--- src/rtl/wake_pkg.sv ---
package wake_pkg;
  localparam int STAGES     = 5;
  localparam int SYNC_STAGE = 3;

  typedef logic [1:0] tap_sel_t;

  // tap code n selects stage n+1
  function automatic logic [2:0] tap_to_stage(input tap_sel_t sel);
    return {1'b0, sel} + 3'd1;
  endfunction

  function automatic logic count_may_step(input logic [23:0] cnt,
                                          input logic [23:0] lim);
    return cnt < lim;
  endfunction
endpackage

--- src/rtl/wake_len_counter.sv ---
module wake_len_counter #(
  parameter int CNT_W = 24
) (
  input  logic             clk,
  input  logic             rst_n,
  input  logic             init_hi,
  input  logic             cfg_stb,
  input  logic [CNT_W-1:0] len_value,
  output logic             count_match
);
  logic [CNT_W-1:0] cnt_q;
  logic             step_ok;

  assign step_ok     = (cnt_q < len_value);
  assign count_match = (cnt_q == len_value);

  always_ff @(posedge clk or negedge rst_n) begin
    if (!rst_n)                  cnt_q <= '0;
    else if (!init_hi)           cnt_q <= '0;
    else if (cfg_stb && step_ok) cnt_q <= cnt_q + 1'b1;
  end

  assert_clear_low_init_R1: assert property (@(posedge clk) disable iff (!rst_n)
    !init_hi |=> cnt_q == '0);
  assert_no_wrap_R1: assert property (@(posedge clk) disable iff (!rst_n)
    (init_hi && count_match) |=> cnt_q == $past(cnt_q));
endmodule

--- src/rtl/wake_stage_chain.sv ---
module wake_stage_chain
  import wake_pkg::*;
#(
  parameter int N = STAGES
) (
  input  logic         clk,
  input  logic         rst_n,
  input  logic         start_ok,
  input  logic         cfg_stb,
  input  logic         adv_stb,
  input  logic         sync_to_done,
  input  logic         done_sense,
  output logic [N-1:0] stage_q
);
  logic [N-1:1] stage_gate;

  for (genvar k = 1; k < N; k++) begin : g_gate
    if (k == SYNC_STAGE) begin : g_sync
      assign stage_gate[k] = !sync_to_done || done_sense;
    end else begin : g_free
      assign stage_gate[k] = 1'b1;
    end
  end

  always_ff @(posedge clk or negedge rst_n) begin
    if (!rst_n) stage_q <= '0;
    else begin
      if (cfg_stb && start_ok) stage_q[0] <= 1'b1;
      for (int k = 1; k < N; k++)
        if (adv_stb && stage_q[k-1] && stage_gate[k]) stage_q[k] <= 1'b1;
    end
  end

  assert_q0_start_R2: assert property (@(posedge clk) disable iff (!rst_n)
    $rose(stage_q[0]) |-> $past(start_ok && cfg_stb));
  assert_sticky_R3: assert property (@(posedge clk) disable iff (!rst_n)
    (stage_q & $past(stage_q)) == $past(stage_q));
  assert_sync_gate_R6: assert property (@(posedge clk) disable iff (!rst_n)
    ($rose(stage_q[SYNC_STAGE]) && $past(sync_to_done)) |-> $past(done_sense));
endmodule

--- src/rtl/wake_event_tap.sv ---
module wake_event_tap
  import wake_pkg::*;
(
  input  logic              clk,
  input  logic              rst_n,
  input  tap_sel_t          sel,
  input  logic [STAGES-1:0] stage_q,
  output logic              evt
);
  logic hit;
  logic held_q;

  assign hit = stage_q[tap_to_stage(sel)];
  assign evt = hit || held_q;

  always_ff @(posedge clk or negedge rst_n) begin
    if (!rst_n)   held_q <= 1'b0;
    else if (hit) held_q <= 1'b1;
  end

  assert_evt_sticky_R8: assert property (@(posedge clk) disable iff (!rst_n)
    !$fell(evt));
  assert_evt_on_stage_R4: assert property (@(posedge clk) disable iff (!rst_n)
    $rose(evt) |-> stage_q[tap_to_stage(sel)]);
endmodule

--- src/rtl/wake_sequencer.sv ---
module wake_sequencer
  import wake_pkg::*;
#(
  parameter int CNT_W = 24
) (
  input  logic             clk,
  input  logic             rst_n,
  input  logic             cfg_stb,
  input  logic             usr_stb,
  input  logic             init_hi,
  input  logic             mem_full,
  input  logic [CNT_W-1:0] len_value,
  input  logic             use_user_clk,
  input  logic             sync_to_done,
  input  logic [1:0]       done_tap,
  input  logic [1:0]       io_tap,
  input  logic [1:0]       gsr_tap,
  input  logic             done_sense,
  output logic             done_drive_low,
  output logic             io_active,
  output logic             gsr_released,
  output logic [4:0]       stage_q
);
  logic count_match;
  logic start_ok;
  logic adv_stb;
  logic done_evt;

  assign start_ok = mem_full && count_match;
  assign adv_stb  = use_user_clk ? usr_stb : cfg_stb;

  wake_len_counter #(.CNT_W(CNT_W)) u_cnt (
    .clk(clk), .rst_n(rst_n), .init_hi(init_hi), .cfg_stb(cfg_stb),
    .len_value(len_value), .count_match(count_match));

  wake_stage_chain #(.N(STAGES)) u_chain (
    .clk(clk), .rst_n(rst_n), .start_ok(start_ok), .cfg_stb(cfg_stb),
    .adv_stb(adv_stb), .sync_to_done(sync_to_done), .done_sense(done_sense),
    .stage_q(stage_q));

  wake_event_tap u_done (.clk(clk), .rst_n(rst_n), .sel(done_tap),
    .stage_q(stage_q), .evt(done_evt));
  wake_event_tap u_io   (.clk(clk), .rst_n(rst_n), .sel(io_tap),
    .stage_q(stage_q), .evt(io_active));
  wake_event_tap u_gsr  (.clk(clk), .rst_n(rst_n), .sel(gsr_tap),
    .stage_q(stage_q), .evt(gsr_released));

  assign done_drive_low = !done_evt;

  assert_user_clock_R3: assert property (@(posedge clk) disable iff (!rst_n)
    (use_user_clk && !usr_stb) |=> stage_q[4:1] == $past(stage_q[4:1]));
  assert_no_stage_in_reset_R10: assert property (@(posedge clk) disable iff (!rst_n)
    $rose(rst_n) |-> stage_q == '0);
endmodule

--- config.mk ---
export PLATFORM = sky130hd
export DESIGN_NAME = wake_sequencer
export DESIGN_NICKNAME = d
export VERILOG_FILES = /design/src/rtl/wake_pkg.sv /design/src/rtl/wake_len_counter.sv /design/src/rtl/wake_stage_chain.sv /design/src/rtl/wake_event_tap.sv /design/src/rtl/wake_sequencer.sv
export SDC_FILE = /design/constraint.sdc
export NUM_CORES = 1
export LEC_CHECK = 0
export ABC_AREA = 1
export ABC_CLOCK_PERIOD_IN_PS = 2400
export BUFFER_PORTS_ARGS = -buffer_cell sky130_fd_sc_hd__buf_2
export CAP_MARGIN = 10
export CORE_MARGIN = 2
export CORE_UTILIZATION = 55
export CTS_CLUSTER_DIAMETER = 50
export DETAILED_ROUTE_END_ITERATION = 16
export PLACE_DENSITY = 0.85
export SYNTH_ARGS = -nofsm -noshare
export SYNTH_HDL_FRONTEND = slang
export SYNTH_SLANG_ARGS = --single-unit
--- constraint.sdc ---
create_clock -name clk -period 2.4 [get_ports clk]
set_clock_uncertainty 0.1 [all_clocks]
set_input_delay 0.12 -clock clk [delete_from_list [all_inputs] [get_ports clk]]
set_output_delay 0.12 -clock clk [all_outputs]
set_load 0.02 [all_outputs]
# Word-level counts from Yosys, hierarchy flattened
# Index checks and enable logic that the tools add are counted.
[totals]
input_bits = 39
word_cells = 42
regBits = 32
[op_classes]
mux = 9
eq_ne = 2
addsub = 4
n_lt_le_gt_ge = 4
n_reduce_logical = 14
[op_table]
columns = ["op", "n"]
rows = [
  ["24-bit two-way mux", 2],
  ["24-bit by 1-bit adder with 24-bit output, second input constant", 1],
  ["24-bit == test", 1],
  ["24-bit < comparator", 1],
  ["3-bit by 4-bit < comparator with 1-bit output, second input constant", 3],
  ["2-bit by 1-bit adder with 3-bit output, second input constant", 3],
  ["1-bit binary-select mux with 3-bit select", 3],
  ["1-bit logical AND", 8],
  ["1-bit logical OR", 4],
  ["1-bit two-way mux", 4],
  ["1-bit zero test", 2],
  ["2-bit by 1-bit != test with 1-bit output, second input constant", 1],
]

# Depth between registers and ports, before layout
[depth]
depth_word = 5
ltp_mapped = 14
ltp_nobuf = 13

# Modules after synthesis
# From an unflattened synthesis, not the netlist that was laid out.
[unflattened]
hier_cells = 452
hier_area_um2 = 2902.8
[modules_own_cells]
columns = ["mod", "area_each_um2", "instances", "cells_per_inst"]
rows = [
  ["wake_len_counter", 2349.8, 1, 366],
  ["wake_event_tap", 113.9, 3, 21],
  ["wake_stage_chain", 185.2, 1, 16],
  ["wake_sequencer", 26.3, 1, 7],
]

# Worst setup path after synthesis
# OpenSTA, ideal clock, no wires.
[synth_timing]
path_kind = "reg-to-reg"
from = "register u_cnt.cnt_q[7]"
to = "register u_cnt.cnt_q[1]"
synth_period_minus_slack_ns = 1.814
slack_ns = 0.586
path_buffers = 1
path_stages_with_launch = 10
arrival_time_ns = 1.596
path_cell_list = "dfrtp_1 ha_1 a21o_1 nor2_1 nand2_1 nand2_2 nand3_4 buf_4 nand3_1 nand2_1"
[synth_between]
elab_chain_cells = 3
[synth_lines]
columns = ["item", "line_no", "rtl"]
rows = [
  ["start: declaration", "wake_len_counter.sv:11", "logic [CNT_W-1:0] cnt_q;"],
  ["start signal: assignment", "wake_len_counter.sv:20", "else if (cfg_stb && step_ok) cnt_q <= cnt_q + 1'b1;"],
  ["24-bit < comparator", "wake_len_counter.sv:14", "assign step_ok = (cnt_q < len_value);"],
  ["1-bit logical AND", "wake_len_counter.sv:20", ""],
  ["2-bit by 1-bit != test with 1-bit output (no line)", "-", ""],
]
# No other way between the ends.
# A chain may end at the register's enable or synchronous reset.

# Worst setup path after layout
[layout_timing]
from = "register u_cnt.cnt_q[19]"
to = "register u_cnt.cnt_q[14]"
# The elaborated chain is that of the path after synthesis.

==> impl_results.md <==
* Worst path arrival time at 2.28 ns
* Fraction of synthesized area in multiplexers at 0%
* Synthesized cell area at 0.00296 mm²
* Adder-Cell Fraction of Synth Area at between 10% and 20%
* Status: finished, final reports clean
* DIE AREA at between 0.005 and 0.006 mm²
* Slew @ Worst Pin at between 0.7 and 0.8 ns
* Seq/Total Area, Yosys at 27.0%
* Hold depth at 3
* Final Critical Period at 2.16 ns
* Type of origin of the critical path: flip-flop
* Max-cap viol count at 0
* DRC at 0
* First-pass GRT wire length at about 11000 µm
* RSZ-0062 raised after global routing: false
* Fin. Hold Viols at 0
* Fin. max-slew vios at 0
* Drt pass-1 iters at 4
* Post-Route WL at between 6000 and 7000 µm
* Port bufs at 46
* Num CTS Buffers at 5
* DR vias at 2672
* Final setup violation count at 0
* Worst reg2reg path depth at 8
* Number of core rows at 26
* Post-synth EDFFs at 0
* CP Capture Type: flip-flop
* Dpl hpwl at roughly 4800 µm
* Kind of critical path: flip-flop to flip-flop
* Period utilization at 90.0%
* Setup TNS at 0 ns
* CP Max Fanout at 24
* Async S/R FF share, synth at 100%
* Synth Area in Compound Gates at ~7.7%
* Routed WL per cell at approximately 12 µm
* Diode count at 0
* Min-delay worst type: input port to flip-flop
* Leak at roughly 1.8 nW
* Maximum buffer depth of the clock tree at 2
* Slew HR at between 50% and 60%
* Syn avg cell area at about 7.3 µm²
* Final nets at between 500 and 600
* Layout area overhead at 13.3%
* Avg Vias per Cell at around 5.1
* Num ports at 47
* Simple-Gate Fraction of Synth Area at between 30% and 40%
* Mapped Nets at 474
* Core box area at 0.00514 mm²
* VDD IR max at 0.000420 V
* Count of yosys warnings during synthesis at 0
* Clk_lat worst skew at between 0.2 and 0.3 ns
* Initial Utilization at slightly below 60%
* Initial antenna violation count at 0
* RePlAce Congestion at about 0.92
* Final core utilization at 65.3%
* Die height at 77.4 µm
* Worst EP required at ~2.5 ns
* Clock-pin slew on the worst setup and hold paths at about 0.070 ns
* Horiz. Die Dim at approximately 77 µm
* Post-synth cell types at 35
* Pin count of the biggest net entering global routing at 33
* Post-Synthesis Cells at approximately 410
* TritonCTS Sinks at 32
* Post-Synth XOR/XNOR Area at between 4 and 5%
* CTS H-Tree Depth at 2
* Vias in the first global route at between 2000 and 2500
* Post-synth top flop: dfrtp_1
* CTS tree: done
* Largest family of logic cells by synthesized area: simple AND/OR/NAND/NOR gates
* Post_cts resized at 0
* Initial DRC count at roughly 170
* Layout cells sized above 1 at approximately 20%
* Synth Register Bits at 32
* All-Layer GR Usage at between 20 and 25%
* Max frequency at approximately 460 MHz
* Gr ovfl total at 0
* Clk root buf: clkbuf_8
* Routed Antenna Nets at 0
* PwrDens at approximately 370 mW/mm²
per-layer routing:
layer	vias up	part of all wire [%]	GRT usage (%)
met2	59	47	38.0
met3	9	4.8	4.07
li1	1386	-	-
met1	1218	47	30.5
met4	0	1.0	5.54
met5	-	0	0
sequential cells by signal, summed over array words and instances, names as in the netlist:
register and cells:
u_io.held_q 1, u_done.held_q 1, u_chain.stage_q 5, u_gsr.held_q 1, u_cnt.cnt_q 24
final timing paths:
| kind | start | end | slack, ns |
|---|---|---|---|
| min | io_tap[0] | u_io.held_q | 0.04 |
| max reg2reg | u_cnt.cnt_q[19] | u_cnt.cnt_q[14] | 0.24 |
| min reg2reg | u_done.held_q | u_done.held_q | 0.34 |
| max | u_cnt.cnt_q[19] | u_cnt.cnt_q[14] | 0.24 |
| min in group asynchronous | rst_n | u_cnt.cnt_q[11] | 0.32 |
| max in group asynchronous | rst_n | u_cnt.cnt_q[9] | 1.41 |
what timing repair did:
item,4_1_cts,5_1_grt
endpoints found under the hold margin,33,0
setup buffers,0,0
hold buffers,2,0
metrics by stage:
step                worst slack [ns]  hold WS (ns)  cells  total power [mW]  cell area [µm²]
detailed placement             0.229         0.115    515             0.727             3220
global route                  0.0648        0.0551    525              1.29             3360
global placement               0.312         0.108    515             0.718             3220
finish                         0.239        0.0413    525              1.24             3360
CTS                            0.237        0.0357    525              1.25             3360
floorplan                      0.586        -0.276    407             0.668             2960
cell families after synthesis:
| group | after synthesis |
|---|---|
| DFF | 32 |
| AOI/OAI and AO/OA | 32 |
| adders and majority gates | 28 |
| xor gates and xnor gates | 16 |
| buffers and inverters | 72 |
| and+or+nand+nor | 227 |
cell usage after synthesis, types with 2 or more instances:
library cell / n / area share, %
inv_2: 2 / 0.25
nand3_4: 2 / 1.2
dfrtp_1: 32 / 27
o21ai_0: 5 / 0.84
nor2_2: 2 / 0.42
ha_1: 28 / 12
nand2_1: 117 / 15
xnor2_1: 7 / 2.1
nor2_8: 2 / 1.4
a21oi_1: 11 / 1.9
a21oi_4: 2 / 1.1
o31ai_1: 5 / 1.3
nor2_1: 36 / 4.6
nand3b_1: 2 / 0.51
nand2_2: 4 / 0.84
nor2_4: 2 / 0.76
a21o_1: 3 / 0.76
nand3_2: 19 / 6.4
nand3_1: 35 / 5.9
o211ai_1: 4 / 1.0
buf_4: 2 / 0.51
xor2_1: 9 / 2.7
inv_1: 58 / 7.4
clkinv_1: 3 / 0.38
buf_2: 2 / 0.34
clkbuf_1: 2 / 0.25
nand4_1: 3 / 0.63
layout make-up:
class,instances,area (µm²)
Sequential cell,32,801
Inverter,63,236
Fill cell,474,1780
Tap cell,70,87.6
Timing Repair Buffer,49,258
Clock inverter,3,42.5
Multi-Input combinational cell,303,1860
Clock buffer,5,68.8
worst max-delay path, stage by stage, from the launching register on:
cell,delay [ns]
dfrtp_1,0.47
ha_1,0.33
a21oi_1,0.24
a21oi_4,0.11
nor2_8,0.17
nand2_4,0.09
nor2_8,0.37
nand3_1,0.13
nand2_1,0.09
power breakdown:
part | switching, mW | total [mW] | internal (mW)
combinational | 0.108 | 0.175 | 0.0667
clock | 0.209 | 0.516 | 0.307
sequential | 0.00335 | 0.545 | 0.542
total | 0.321 | 1.24 | 0.916
cells in the final DEF, fill, tap and decap left out, drive strengths merged, types with 7 or more instances in the layout:
cell type    n
nor2        42
dfrtp       32
xnor2        7
buf         47
ha          28
nand3       56
xor2         9
inv         60
nand2      122
a21oi       13
Power figures use the tool's default switching activity.
